[config.mk]
export PLATFORM = sky130hd
export DESIGN_NAME = esb_pq_unit
export DESIGN_NICKNAME = d
export VERILOG_FILES = /design/src/rtl/esb_pkg.sv /design/src/rtl/esb_addr_decode.sv /design/src/rtl/esb_cell.sv /design/src/rtl/esb_pq_unit.sv
export SDC_FILE = /design/constraint.sdc
export NUM_CORES = 1
export LEC_CHECK = 0
export BUFFER_PORTS_ARGS = -buffer_cell sky130_fd_sc_hd__buf_2
export CELL_PAD_IN_SITES_DETAIL_PLACEMENT = 0
export CELL_PAD_IN_SITES_GLOBAL_PLACEMENT = 1
export CORE_MARGIN = 5
export CORE_UTILIZATION = 48
export DETAILED_ROUTE_END_ITERATION = 16
export HOLD_SLACK_MARGIN = 0.12
export PLACE_DENSITY_LB_ADDON = 0.1
export SYNTH_ARGS = -nofsm -noshare
export SYNTH_HDL_FRONTEND = slang
export SYNTH_HIERARCHICAL = 1
export SYNTH_SLANG_ARGS = --single-unit
[constraint.sdc]
create_clock -name clk_i -period 3.2 [get_ports clk_i]
set_input_delay 0.64 -clock clk_i [delete_from_list [all_inputs] [get_ports clk_i]]
set_output_delay 0.64 -clock clk_i [all_outputs]
set_load 0.02 [all_outputs]
[src/rtl/esb_pkg.sv]
package esb_pkg;

  typedef enum logic [2:0] {
    OP_NONE,
    OP_TRIG,
    OP_EOI,
    OP_CLR,
    OP_MASK
  } esb_op_e;

  localparam logic [1:0] PQ_RESET = 2'b01;

  // returns {notify, next_pq}
  function automatic logic [2:0] pq_trigger(input logic [1:0] pq);
    case (pq)
      2'b00:   return 3'b1_10;
      2'b10:   return 3'b0_11;
      default: return {1'b0, pq};
    endcase
  endfunction

  function automatic logic [2:0] pq_retire(input logic [1:0] pq);
    case (pq)
      2'b10:   return 3'b0_00;
      2'b11:   return 3'b1_10;
      default: return {1'b0, pq};
    endcase
  endfunction

endpackage

[src/rtl/esb_addr_decode.sv]
module esb_addr_decode
  import esb_pkg::*;
#(
  parameter int NUM_SRC  = 32,
  parameter int LOW_BITS = 8,
  localparam int IW      = (NUM_SRC > 1) ? $clog2(NUM_SRC) : 1,
  localparam int AW      = 1 + IW + 4 + LOW_BITS
) (
  input  logic               req_i,
  input  logic               we_i,
  input  logic [AW-1:0]      addr_i,
  output esb_op_e            op_o,
  output logic [NUM_SRC-1:0] sel_o,
  output logic               hit_o,
  output logic               load_o
);
  localparam logic [3:0] SLOT_LD_EOI = 4'h0;
  localparam logic [3:0] SLOT_ST_EOI = 4'h4;
  localparam logic [3:0] SLOT_UNMASK = 4'hC;
  localparam logic [3:0] SLOT_MASK   = 4'hD;

  logic          trig_page;
  logic [IW-1:0] idx;
  logic [3:0]    slot;
  logic          unused_low;

  assign trig_page  = addr_i[AW-1];
  assign idx        = addr_i[LOW_BITS+4 +: IW];
  assign slot       = addr_i[LOW_BITS +: 4];
  assign unused_low = ^addr_i[LOW_BITS-1:0];

  assign hit_o  = req_i && (int'(idx) < NUM_SRC);
  assign load_o = req_i && !we_i;

  always_comb begin
    op_o = OP_NONE;
    if (hit_o) begin
      if (trig_page) begin
        if (we_i) op_o = OP_TRIG;
      end else if (we_i) begin
        if (slot == SLOT_ST_EOI) op_o = OP_EOI;
      end else begin
        case (slot)
          SLOT_LD_EOI: op_o = OP_EOI;
          SLOT_UNMASK: op_o = OP_CLR;
          SLOT_MASK:   op_o = OP_MASK;
          default:     op_o = OP_NONE;
        endcase
      end
    end
  end

  for (genvar s = 0; s < NUM_SRC; s++) begin : g_sel
    assign sel_o[s] = hit_o && (idx == IW'(s));
  end

endmodule

[src/rtl/esb_cell.sv]
module esb_cell
  import esb_pkg::*;
#(
  parameter bit IS_LVL = 1'b0
) (
  input  logic       clk_i,
  input  logic       rst_ni,
  input  esb_op_e    op_i,
  input  logic       lvl_i,
  output logic [1:0] pq_o,
  output logic       notify_o
);
  logic [1:0] pq_q, pq_bus, pq_d;
  logic       nt_bus, nt_d, notify_q;
  logic [2:0] step_bus, step_lvl;
  logic       lvl_trig;

  assign lvl_trig = IS_LVL && lvl_i;

  always_comb begin
    step_bus = {1'b0, pq_q};
    case (op_i)
      OP_TRIG: if (!IS_LVL) step_bus = pq_trigger(pq_q);
      OP_EOI:  step_bus = pq_retire(pq_q);
      OP_CLR:  step_bus = 3'b0_00;
      OP_MASK: step_bus = 3'b0_01;
      default: step_bus = {1'b0, pq_q};
    endcase
    {nt_bus, pq_bus} = step_bus;
    // line trigger lands after the bus operation
    step_lvl = lvl_trig ? pq_trigger(pq_bus) : {1'b0, pq_bus};
    pq_d = step_lvl[1:0];
    nt_d = nt_bus | step_lvl[2];
  end

  always_ff @(posedge clk_i or negedge rst_ni) begin
    if (!rst_ni) begin
      pq_q     <= PQ_RESET;
      notify_q <= 1'b0;
    end else begin
      pq_q     <= pq_d;
      notify_q <= nt_d;
    end
  end

  assign pq_o     = pq_q;
  assign notify_o = notify_q;

  assert_notify_presents_R4: assert property (@(posedge clk_i) disable iff (!rst_ni)
    notify_q |-> pq_q[1]);

  assert_mask_sets_01_R3: assert property (@(posedge clk_i) disable iff (!rst_ni)
    op_i == OP_MASK |=> pq_q == 2'b01);

  assert_masked_silent_R4: assert property (@(posedge clk_i) disable iff (!rst_ni)
    (pq_q == 2'b01 && op_i != OP_CLR) |=> !notify_q);

  assert_eoi_retires_R5: assert property (@(posedge clk_i) disable iff (!rst_ni)
    (op_i == OP_EOI && pq_q == 2'b10 && !lvl_trig) |=> pq_q == 2'b00);

  assert_lvl_ignores_store_R7: assert property (@(posedge clk_i) disable iff (!rst_ni)
    (IS_LVL && op_i == OP_TRIG && !lvl_i) |=> $stable(pq_q));

endmodule

[src/rtl/esb_pq_unit.sv]
module esb_pq_unit
  import esb_pkg::*;
#(
  parameter int                 NUM_SRC  = 32,
  parameter int                 LOW_BITS = 8,
  parameter logic [NUM_SRC-1:0] LVL_SRC  = '0,
  localparam int                IW       = (NUM_SRC > 1) ? $clog2(NUM_SRC) : 1,
  localparam int                AW       = 1 + IW + 4 + LOW_BITS
) (
  input  logic               clk_i,
  input  logic               rst_ni,
  input  logic               req_i,
  input  logic               we_i,
  input  logic [AW-1:0]      addr_i,
  input  logic [NUM_SRC-1:0] lvl_i,
  output logic               rvalid_o,
  output logic [1:0]         rdata_o,
  output logic [NUM_SRC-1:0] notify_o
);
  esb_op_e            op;
  logic [NUM_SRC-1:0] sel;
  logic               hit, load;
  logic [1:0]         pq_w [NUM_SRC];
  logic [1:0]         rdata_d;
  logic               rvalid_q;
  logic [1:0]         rdata_q;

  esb_addr_decode #(
    .NUM_SRC (NUM_SRC),
    .LOW_BITS(LOW_BITS)
  ) u_dec (
    .req_i (req_i),
    .we_i  (we_i),
    .addr_i(addr_i),
    .op_o  (op),
    .sel_o (sel),
    .hit_o (hit),
    .load_o(load)
  );

  for (genvar s = 0; s < NUM_SRC; s++) begin : g_src
    esb_op_e op_s;
    assign op_s = sel[s] ? op : OP_NONE;

    esb_cell #(
      .IS_LVL(LVL_SRC[s])
    ) u_cell (
      .clk_i   (clk_i),
      .rst_ni  (rst_ni),
      .op_i    (op_s),
      .lvl_i   (lvl_i[s]),
      .pq_o    (pq_w[s]),
      .notify_o(notify_o[s])
    );
  end

  always_comb begin
    rdata_d = 2'b00;
    for (int s = 0; s < NUM_SRC; s++) begin
      if (sel[s]) rdata_d = rdata_d | pq_w[s];
    end
  end

  always_ff @(posedge clk_i or negedge rst_ni) begin
    if (!rst_ni) begin
      rvalid_q <= 1'b0;
      rdata_q  <= 2'b00;
    end else begin
      rvalid_q <= load;
      rdata_q  <= (load && hit) ? rdata_d : 2'b00;
    end
  end

  assign rvalid_o = rvalid_q;
  assign rdata_o  = rdata_q;

  assert_load_valid_R3: assert property (@(posedge clk_i) disable iff (!rst_ni)
    (req_i && !we_i) |=> rvalid_o);

  assert_store_silent_R6: assert property (@(posedge clk_i) disable iff (!rst_ni)
    !(req_i && !we_i) |=> !rvalid_o);

  assert_miss_reads_zero_R2: assert property (@(posedge clk_i) disable iff (!rst_ni)
    (req_i && !we_i && !hit) |=> rdata_o == 2'b00);

endmodule

---- Word-level counts from Yosys, hierarchy flattened ----
Cells that the tools add are included.
cells by class
  equal/unequal tests ..................... 290
  mux-type cells .......................... 167
  bitwise logic cells ..................... 31
  reductions and logical operators ........ 133
operator list
  kind                                            count
  one-hot mux 3 bit (2 select lines)              64
  one-hot mux 3 bit (4 select lines)              32
  == test 3 x 2 -> 1 bit (second input constant)  64
  == test 2 bit (second input constant)           64
  nonzero test 4 bit                              32
  2-to-1 mux 3 bit                                35
  == test 3 x 1 -> 1 bit (second input constant)  32
  == test 3 bit (second input constant)           32
  != test 3 x 2 -> 1 bit (second input constant)  32
  != test 3 bit (second input constant)           32
  AND reduction 3 bit                             32
  == test 5 bit (second input constant)           16
  2-to-1 mux 2 bit                                34
  zero test 2 bit                                 32
  OR 2 bit                                        31
  == test 5 x 4 -> 1 bit (second input constant)  8
  logical AND 1 bit                               34
  == test 5 x 3 -> 1 bit (second input constant)  4
  == test 5 x 2 -> 1 bit (second input constant)  2
  one-hot mux 3 bit (3 select lines)              1
  == test 4 bit (second input constant)           2
  == test 5 x 1 -> 1 bit (second input constant)  1
  zero test 5 bit                                 1
  == test 4 x 3 -> 1 bit (second input constant)  1
  other kinds (3)                                 3
storage, ports and cells
  register bits ........................... 99
  input port bits ......................... 54
  output and inout bits ................... 35
  word-level logic and storage cells ...... 687

---- Logic depth before layout (Yosys ltp) ----
Gate-level depths: netlist of run 1.
  depth in word-level cells ............... 66
  depth in mapped cells ................... 8
  gate-level depth less buffers ........... 7

---- Cells and area by module ----
The synthesis of run 1 kept the hierarchy.
modules (own cells, without submodules)
  module                           instances  cells each  area each (um2)
  esb_cell at g_src[0].u_cell ...  30         17          168.9
  esb_pq_unit                      1          153         1037.2
  esb_cell at g_src[8].u_cell ...  2          17          177.7
  esb_addr_decode                  1          64          302.8

---- Least setup slack after synthesis of run 1 ----
No wires, ideal clock.
  path type ............................... in2reg
  start point ............................. input port addr_i[9]
  end point ............................... register g_src[0].u_cell.notify_q
  setup time .............................. 0.077 ns
  arrival ................................. 2.339 ns
  path slack .............................. 0.783 ns
  stages on the path ...................... 7
  buffers on the path ..................... 1
  cell sequence ........................... nor3_2 > or3b_1 > a21boi_1 > clkbuf_1 > and2_1 > or4b_1 > a21oi_1
on the way
  longest elaborated chain between the ends .. 8
RTL lines
  item                                                     line                   text
  start, declared                                          esb_pq_unit.sv:14      input logic [AW-1:0] addr_i,
  == test 4 bit / zero test 4 bit (equally long branches)  esb_addr_decode.sv:43  case (slot)
  one-hot mux 3 bit (3 select lines) (*)                   esb_addr_decode.sv:43
  2-to-1 mux 3 bit (*)                                     esb_addr_decode.sv:40  end else if (we_i) begin
  2-to-1 mux 3 bit (*)                                     esb_addr_decode.sv:38  if (trig_page) begin
  2-to-1 mux 3 bit (*)                                     esb_addr_decode.sv:37  if (hit_o) begin
  via op[0]                                                esb_pq_unit.sv:20      esb_op_e op;
  2-to-1 mux 3 bit (*)                                     esb_pq_unit.sv:43      assign op_s = sel[s] ? op : OP_NONE;
  via g_src[0].op_s[0]                                     esb_pq_unit.sv:42      esb_op_e op_s;
  == test 3 bit, or another cell as far along              esb_cell.sv:22         case (op_i)
  one-hot mux 3 bit (4 select lines) (*)                   esb_cell.sv:22
  via g_src[0].u_cell.step_bus[2]                          esb_cell.sv:15         logic [2:0] step_bus, step_lvl;
  end signal, assigned                                     esb_cell.sv:42         notify_q <= nt_d;
  end, declared                                            esb_cell.sv:14         logic nt_bus, nt_d, notify_q;
The timed path passes the listed nets; every way through them passes the cells marked *.
A chain may end at the register's enable or synchronous reset.

---- Worst setup path in the final report of run 1 ----
  start point ............................. input port addr_i[9]
  end point ............................... register g_src[26].u_cell.notify_q
on the way
  longest elaborated chain between the ends .. 8
RTL lines
  item                                                     line
  == test 4 bit / zero test 4 bit (equally long branches)  esb_addr_decode.sv:43
  one-hot mux 3 bit (3 select lines) (*)                   esb_addr_decode.sv:43
  2-to-1 mux 3 bit (*)                                     esb_addr_decode.sv:40
  2-to-1 mux 3 bit (*)                                     esb_addr_decode.sv:38
  2-to-1 mux 3 bit (*)                                     esb_addr_decode.sv:37
  via op[0]                                                esb_pq_unit.sv:20
  2-to-1 mux 3 bit (*)                                     esb_pq_unit.sv:43
  via g_src[26].op_s[0]                                    esb_pq_unit.sv:42
  == test 3 bit, or another cell as far along              esb_cell.sv:22
  one-hot mux 3 bit (4 select lines) (*)                   esb_cell.sv:22
  via g_src[26].u_cell.step_bus[2]                         esb_cell.sv:15
  end signal, assigned                                     esb_cell.sv:42
  end, declared                                            esb_cell.sv:14
Marks and branches as above.

==> results of run 1 <==
==> through the flow <==
step | area (µm²) | hold WS, ns
floorplan | 6760 | 0.344
global placement | 7250 | 0.557
detailed placement | 7250 | 0.566
CTS | 7580 | 0.323
global route | 7580 | 0.355
finish | 7580 | 0.309
==> cells in the final DEF, fill, tap and decap left out, types with 3 or more instances in the layout <==
cell	netlist	final
nand3b_1	31	31
nand4_1	9	9
nand2_1	68	68
and2_1	93	93
or2b_1	30	30
and2_2	3	3
o21ai_0	61	61
or4b_1	30	30
a22oi_1	30	30
dfrtp_1	67	67
clkbuf_16	0	9
nor4bb_1	30	30
a31o_2	30	30
nand3_1	4	4
nand2b_1	10	10
nor2_1	67	67
a21oi_1	62	62
buf_12	0	3
nand4b_1	30	30
dfstp_2	32	32
nor2b_1	4	4
buf_2	0	47
nor4b_1	32	32
==> routing by layer <==
layer / share of wire, % / global-route usage (%)
met1: 44 / 27.2
met2: 50 / 36.6
met3: 4.0 / 4.44
met4: 2.4 / 7.41
met5: 0 / 0
==> worst register-to-register path: cells and delay by family (launching register included) <==
kind | cells | cell delay (ns)
compound gates | 1 | 0.30
flops | 1 | 0.43
simple gates | 3 | 0.56
==> report_power, final <==
part           internal, mW  switching, mW
clock                 0.727          0.489
combinational        0.0663         0.0846
sequential             1.30         0.0628
total                  2.09          0.636
==> logic make-up after synthesis <==
logic type / synth area share (%)
buf+inv: 0.888
simple gates: 43.5
compound gates: 18.2
xor+xnor: 0.130
flops: 37.2
==> synth_stat cells <==
cell type	count
and2_1	93
clkbuf_1	12
and2_2	3
a21o_2	2
a22oi_2	2
o41ai_2	2
a31o_1	2
or2_2	1
o221ai_1	2
or4b_1	30
and3_2	1
inv_1	2
o21ai_0	61
nand2b_1	10
a22oi_1	30
a31o_2	30
nand2_1	68
nand3b_1	31
nor2b_1	4
and2b_1	2
nor3_2	1
nor4bb_1	30
buf_4	1
nor4b_1	32
nor4_1	3
nand3_1	4
or3b_1	1
nand4b_1	30
a21boi_1	1
a31oi_1	2
a21oi_1	62
xor2_1	1
nand4_1	9
dfstp_2	32
nor2_1	67
dfrtp_1	67
or2b_1	30
==> state kept, by name (all words and copies together), names as in the netlist <==
register and cells:
g_src.u_cell/notify_o 32, rdata_o 2, rvalid_o 1, g_src.u_cell/pq_o 64
==> final cells by class <==
| class | instances | area (µm²) | share of cell area, % |
|---|---|---|---|
| Inverter | 2 | 7.51 | 0.0991 |
| Timing Repair Buffer | 51 | 303 | 4.00 |
| Sequential cell | 99 | 2520 | 33.2 |
| Multi-Input combinational cell | 647 | 4200 | 55.4 |
| Clock buffer | 12 | 256 | 3.39 |
| Tap cell | 180 | 225 | 2.97 |
| Clock inverter | 4 | 72.6 | 0.958 |
==> path summary, 6_finish.rpt <==
path / start / to / slack (ns) / cells after the start
max: addr_i[9] / g_src[26].u_cell/notify_o / 0.84 / 8
min in group clk_i: g_src[3].u_cell/pq_o[0] / g_src[3].u_cell/pq_o[0] / 0.57 / 2
min reg2reg: g_src[3].u_cell/pq_o[0] / g_src[3].u_cell/pq_o[0] / 0.57 / 2
max reg2reg: g_src[14].u_cell/pq_o[1] / rdata_o[1] / 1.80 / 4
min: rst_ni / g_src[29].u_cell/pq_o[1] / 0.31 / 1
max in group asynchronous: rst_ni / g_src[21].u_cell/pq_o[0] / 2.13 / 2
==> metrics.txt, run 1 <==
outcome=finished clean; part of the cycle the worst path needs=73.9%; critical path required time=3.46 ns; Ys Warns=6; Post-CTS Resized=0; Max H-tree Level=3; sequential cell area fraction in the yosys report=37.2%; Worst VDD drop=0.289 mV; Hold/Removal Path Class=in -> async; core area=0.0138 mm²; Initial Util=48.9%; largest net degree at the start of global routing=55; Post-Route WL=17.5 mm; Syn Nets=815; syn_area_per_cell=8.89 µm²; Ports=89; ANT cells=0; IO buf count=48; unrepaired setup endpoints after global routing=false; final core utilization=54.8%; CTS tree=built; Synth Register Bits=99; dpl hpwl=12.0 mm; FMAX=0.423 GHz; per-cell routed wire length=17.6 µm; cell taking the most area after synthesis=dfrtp_1; CTS Buffer Depth=2; critical path cell sequence=buf_2, nor3_2, or3b_1, a21boi_2, buf_12, and2_1, or4b_1, a21oi_1; Die Y=129 µm; Site Rows=43; placer congestion estimate=0.800; min Tclk post-route=2.36 ns; Die Span X=129 µm; area grow syn2layout=12.0%; initial antenna violation count=0; CTS Hold Bufs=0; synth top area cells=dfrtp_1 (25%), dfstp_2 (12%), and2_1 (8.6%); drt via density=6.20; Clock Skew=0.00652 ns; PwrDens=360 mW/mm²; total congestion overflow=0; Startpoint Class=input pin; clock sink count=99; CP Max Fanout=32; worst skew pair latency=0.36 ns; Worst Setup End Kind=register; Net count, final=864; DR DRC count=0; GRT Util Overall=21.5%; Final ANT Viol Nets=0; pre-CTS WS=0.458 ns; vias in the first global route=5800; CTS buffer count=9; Clock Pin Slew Worst Setup and Hold Paths=0.07 ns; worst path bufs/invs=2; Crit-path slowest cell=or4b_1; number of DRC markers in iteration 0=445; Setup-failing EPs final=0; Mapped Area=0.00676 mm²; worst setup margin=0.836 ns; top-area cell type share of the netlist area=24.8%; CP max stage delay=0.44 ns; Tot Pwr=2.73 mW; Setup CP Type=in -> reg; die area=0.0166 mm²; Setup Fix Bufs, Post-CTS=0; Leakage=2.87 nW; Crit path max-delay family=simple AND/OR/NAND/NOR gates; dpl cells=979; share of cells above drive strength 1=17.4%; via count=6172; worst path arrival time=2.62 ns; Rel. slew slack=55.4%; Tightest Pin Transition=0.669 ns; Max Slew Vio Count=0; Clock Tree Root=clkbuf_16; Fillers=1263; 1st-pass router iterations=5; setup TNS=0 ns; post-synthesis cell count=761; Fin. Hold Viols=0; distinct cell type count of the synthesized netlist=37; first-pass GRT wire length=28.6 mm; Max Cap Violations=0; Finished Layout Cells=995
(Power assumes the default switching activity.)
==> inputs of run 2 (changes only) <==
--- a/config.mk
+++ b/config.mk
@@ -9,7 +9,7 @@
 export CELL_PAD_IN_SITES_DETAIL_PLACEMENT = 0
 export CELL_PAD_IN_SITES_GLOBAL_PLACEMENT = 1
 export CORE_MARGIN = 5
-export CORE_UTILIZATION = 48
+export CORE_UTILIZATION = 45
 export DETAILED_ROUTE_END_ITERATION = 16
 export HOLD_SLACK_MARGIN = 0.12
 export PLACE_DENSITY_LB_ADDON = 0.1
==> constraint.sdc (replaced) <==
create_clock -name clk_i -period 2.45 [get_ports clk_i]
set_input_delay 0.49 -clock clk_i [delete_from_list [all_inputs] [get_ports clk_i]]
set_output_delay 0.49 -clock clk_i [all_outputs]
set_load 0.02 [all_outputs]
==> metrics.txt, run 2 (same netlist as run 1, synthesis figures left out) <==
Hold/Removal Path Class=in -> reg; CP Max Fanout=19 (-41%); via count=6392 (+3.6%); Fin. Hold Viols=0 (unchanged); Setup-failing EPs final=0 (unchanged); initial antenna violation count=0 (unchanged); FMAX=0.446 GHz; Site Rows=44 (+2.3%); Clock Skew=0.00715 ns (+0.000628 ns); critical path required time=2.70 ns (-0.76 ns); CTS tree=built; CTS buffer count=9 (unchanged); Setup CP Type=in -> reg; Initial Util=46.2% (-2.7 points); per-cell routed wire length=17.5 µm (-0.70%); GRT Util Overall=20.6% (-0.88 points); 1st-pass router iterations=5 (unchanged); part of the cycle the worst path needs=91.5%; CP Launch Point=addr_i[9]; CTS Hold Bufs=1 (+1); Post-CTS Resized=0 (unchanged); cell area after layout=0.00792 mm² (+4.5%); Largest register FFs=64 (unchanged); Max Cap Violations=0 (unchanged); number of DRC markers in iteration 0=438 (-1.6%); Leakage=3.11 nW (+8.4%); Post-Route WL=18.3 mm (+4.4%); commonest non-fill, non-tap cell in the layout=and2_1; Worst Setup End Kind=register; DR DRC count=0 (unchanged); dpl hpwl=13.1 mm (+9.0%); unrepaired setup endpoints after global routing=false; Startpoint Class=input pin; Cell Area, Placed=0.00759 mm² (+4.8%); Max Slew Vio Count=0 (unchanged); start point of the worst hold path=we_i; Die Y=133 µm (+3.0%); ANT cells=0 (unchanged); IO buf count=48 (unchanged); first-pass GRT wire length=29.8 mm (+4.2%); Setup Fix Bufs, Post-CTS=0 (unchanged); Max H-tree Level=3 (unchanged); Ports=89 (unchanged); Worst VDD drop=0.378 mV (+30%); total congestion overflow=0 (unchanged); worst skew pair latency=0.35 ns (about the same); core area=0.0146 mm² (+5.9%); die area=0.0176 mm² (+6.1%); CTS Buffer Depth=2 (unchanged); Final ANT Viol Nets=0 (unchanged); largest net degree at the start of global routing=38 (-31%); Clock Tree Root=clkbuf_16; Net count, final=911 (+5.4%); min Tclk post-route=2.24 ns; placer congestion estimate=0.851 (+6.3%); Die Span X=133 µm (+3.0%); most frequent cells in the layout=and2_1 (93), nand2_1 (68), nor2_1 (67), dfrtp_1 (67), a21oi_1 (62); PwrDens=447 mW/mm² (+24%); drt via density=6.11 (-1.5%); Clock Pin Slew Worst Setup and Hold Paths=0.07 ns (about the same); Hold Slack=0.506 ns (+0.197 ns); Crit Reg-Reg Startpoint=g_src[9].u_cell/pq_o[1]; outcome=finished clean; worst path arrival time=2.49 ns (-0.13 ns); Tightest Pin Transition=0.431 ns (-0.238 ns); vias in the first global route=6023 (+3.8%); area grow syn2layout=17.1%; share of cells above drive strength 1=21.3% (+3.9 points); clock sink count=99 (unchanged); Rel. slew slack=71.2% (+16 points)
## run 2: changes by cell type in the layout (fill, tap and decap cells not counted), sizes merged
cell,change
clkbuf,+2
dlygate4sd3,+1
clkinv,-1
clkinvlp,-1
buf,+46
## run 2: stage by stage
| step | power, mW | util [%] | setup TNS [ns] | std cells | worst slack, ns |
|---|---|---|---|---|---|
| floorplan | 1.89 | - | 0 | 761 | 0.183 |
| detailed placement | 2.02 | 51.9 | -0.833 | 1029 | -0.114 |
| global route | 3.70 | 54.1 | 0 | 1046 | 0.0883 |
| global placement | 2.01 | 51.9 | -0.288 | 1029 | -0.0634 |
| CTS | 3.60 | 54.1 | 0 | 1046 | 0.243 |
| finish | 3.54 | 54.1 | 0 | 1046 | 0.208 |
## run 2: final cells by class
class	instances	area, µm²
clock buffers	14	254
clock inverters	2	60.1
fillers	1292	6730
inverters	2	7.51
multi-input cells	647	4190
flip-flops and latches	99	2520
well taps	184	230
repair buffers	98	658
## run 2: worst max-delay path: stages
cell and delay [ns]:
buf_2 0.11, nor3_2 0.20, or3b_1 0.37, a21boi_1 0.18, buf_4 0.29, and2_1 0.18
or4b_1 0.44, a21oi_1 0.22
## run 2: path summary, 6_finish.rpt
kind,to,slack [ns],cells after the start
worst min register to register,g_src[13].u_cell/pq_o[0],0.58,2
max in group asynchronous,g_src[22].u_cell/pq_o[0],1.19,3
worst max-delay path,g_src[10].u_cell/notify_o,0.21,8
worst max register to register,rdata_o[1],0.99,4
worst min-delay path,rvalid_o,0.51,2
min in group asynchronous,g_src[14].u_cell/notify_o,0.59,2
## run 2: routing by layer
layer	vias to the layer above	wire (µm)	GRT usage, %
li1	3086	-	-
met1	3131	8010	26.0
met2	155	9130	35.8
met3	20	893	4.02
met4	0	240	6.35
met5	-	0	0
## run 2: report_power, final
group,switching (mW),internal (mW),total (mW)
registers,0.0835,1.70,1.78
clock network,0.624,0.926,1.55
logic,0.116,0.0944,0.210
==> inputs of run 3 (changes only) <==
--- a/config.mk
+++ b/config.mk
@@ -12,7 +12,7 @@
 export CORE_UTILIZATION = 45
 export DETAILED_ROUTE_END_ITERATION = 16
 export HOLD_SLACK_MARGIN = 0.12
-export PLACE_DENSITY_LB_ADDON = 0.1
+export PLACE_DENSITY_LB_ADDON = 0.3
 export SYNTH_ARGS = -nofsm -noshare
 export SYNTH_HDL_FRONTEND = slang
 export SYNTH_HIERARCHICAL = 1
==> metrics.txt, run 3 (same netlist as run 1, synthesis figures left out) <==
outcome=finished clean; critical path required time=2.73 ns (+0.03 ns); first-pass GRT wire length=29.8 mm (about the same); GRT Util Overall=20.5% (-0.090 points); Ports=89 (unchanged); Post-CTS Resized=0 (unchanged); commonest non-fill, non-tap cell in the layout=and2_1; PwrDens=437 mW/mm² (-2.3%); Fin. Hold Viols=0 (unchanged); Post-Route WL=18.3 mm (-0.14%); Clock Skew=0.00690 ns (-0.000247 ns); Startpoint Class=input pin; FMAX=0.466 GHz (+4.5%); Rel. slew slack=68.1% (-3.1 points); Crit-path slowest cell=or4b_1; Final ANT Viol Nets=0 (unchanged); Setup CP Type=in -> reg; Die Span X=133 µm (unchanged); area grow syn2layout=16.4%; area of the multi-input gates=0.00420 mm² (about the same); placer congestion estimate=0.843 (-0.92%); Crit path max-delay family=simple AND/OR/NAND/NOR gates; CP Launch Point=addr_i[9]; most frequent cells in the layout=and2_1 (93), nand2_1 (68), nor2_1 (67), dfrtp_1 (67), a21oi_1 (62); worst skew pair latency=0.36 ns (about the same); Worst path depth=8 (unchanged); Largest register FFs=64 (unchanged); part of the cycle the worst path needs=87.6% (-3.9 points); Fillers=1334 (+3.3%); CP max stage delay=0.46 ns (+0.02 ns); total congestion overflow=0 (unchanged); reg2reg end=rdata_o[1]; Max H-tree Level=3 (unchanged); worst path arrival time=2.43 ns (-0.06 ns); 1st-pass router iterations=5 (unchanged); pre-CTS WS=-0.0463 ns (+0.0679 ns); number of DRC markers in iteration 0=440 (+0.46%); Max Slew Vio Count=0 (unchanged); min Tclk post-route=2.15 ns (-0.0962 ns); worst path bufs/invs=2 (unchanged); worst setup margin=0.304 ns (+0.0962 ns); critical path cell sequence=buf_2, nor3_2, or3b_1, a21boi_2, buf_12, and2_1, or4b_1, a21oi_1; Clock Tree Root=clkbuf_16; die area=0.0176 mm² (unchanged); Max Cap Violations=0 (unchanged); core area=0.0146 mm² (unchanged); Initial Util=46.2% (unchanged); dpl hpwl=13.1 mm (+0.11%); Clock Pin Slew Worst Setup and Hold Paths=0.07 ns (about the same); CTS buffer count=9 (unchanged); CP Max Fanout=32 (+13); Storage cell area=0.00252 mm² (unchanged); dpl cells=1026 (-0.29%); Crit Reg-Reg Startpoint=g_src[15].u_cell/pq_o[1]; unrepaired setup endpoints after global routing=false; Tightest Pin Transition=0.477 ns (+0.0456 ns); Worst VDD drop=0.327 mV (-13%); vias in the first global route=6084 (+1.0%); Tot Pwr=3.44 mW (-2.9%); Site Rows=44 (unchanged); initial antenna violation count=3 (+3); Setup-failing EPs final=0 (unchanged); DR DRC count=0 (unchanged); CTS Buffer Depth=2 (unchanged); CP Capture Point=g_src[13].u_cell/notify_o; largest net degree at the start of global routing=58 (+53%); CTS tree=built; Net count, final=908 (-0.33%); via count=6378 (-0.22%); Die Y=133 µm (unchanged); drt via density=6.10 (-0.12%); clock sink count=99 (unchanged); final core utilization=53.8% (-0.30 points); per-cell routed wire length=17.5 µm (about the same); Worst Setup End Kind=register; cells on worst reg2reg path=4 (unchanged); IO buf count=48 (unchanged); reg-to-reg slack, setup=0.93 ns (-0.06 ns); Leakage=3.08 nW (-0.88%); Hold/Removal Path Class=in -> reg; share of cells above drive strength 1=21.4% (+0.075 points); Finished Layout Cells=1045 (-0.096%)
run 3: through the flow:
step / hold slack, ns / cell area, µm² / TNS, ns
after global placement: 0.433 / 7560 / 0
after CTS: 0.496 / 7870 / 0
after floorplan: 0.194 / 6760 / 0
after global routing: 0.540 / 7880 / 0
final: 0.515 / 7880 / 0
after detailed placement: 0.432 / 7560 / -0.158
run 3: report_power, final:
group	switching (mW)	leakage (nW)	total (mW)	internal, mW
sequential	0.0828	1.25	1.78	1.70
combinational	0.113	1.69	0.206	0.0930
clock	0.634	0.139	1.45	0.819
run 3: timing repair:
action	4_1_cts	5_1_grt
hold endpoints to repair	14	0
hold buffers	1	0
buffers inserted	0	0
run 3: area by class of cell:
| type | instances | area share, % |
|---|---|---|
| antenna | 2 | 0.0636 |
| clock buffer | 12 | 3.13 |
| clock inverter | 4 | 0.636 |
| inverter | 2 | 0.0953 |
| multi-input combinational | 647 | 53.3 |
| sequential | 99 | 32.0 |
| tap | 184 | 2.92 |
| timing repair buffer | 95 | 7.91 |
run 3: how the worst min path moves through the flow:
stage | start | end | slack, ns | cells past startpoint
after global routing | req_i | rdata_o[1] | 0.54 | 3
after detailed placement | rst_ni | g_src[20].u_cell/pq_o[1] | 0.43 | 1
final | req_i | rdata_o[1] | 0.52 | 3
after floorplan | rst_ni | g_src[0].u_cell/notify_o | 0.19 | 0
after global placement | rst_ni | g_src[20].u_cell/pq_o[1] | 0.43 | 1
after CTS | req_i | rdata_o[1] | 0.50 | 3
run 3: routing by layer:
| metal | global-route usage [%] | vias up | share of wire [%] |
|---|---|---|---|
| met5 | 0 | - | 0.071 |
| met4 | 7.51 | 2 | 2.1 |
| met3 | 4.56 | 34 | 5.0 |
| met2 | 35.1 | 162 | 48 |
| met1 | 25.5 | 3097 | 45 |
| li1 | - | 3083 | - |
run 3: worst reg2reg max path, delay by kind of cell, from the launching register on:
family | cells | cell delay, ns
AO/OA/AOI/OAI | 1 | 0.34
AND/OR/NAND/NOR | 3 | 0.61
flip-flops | 1 | 0.43
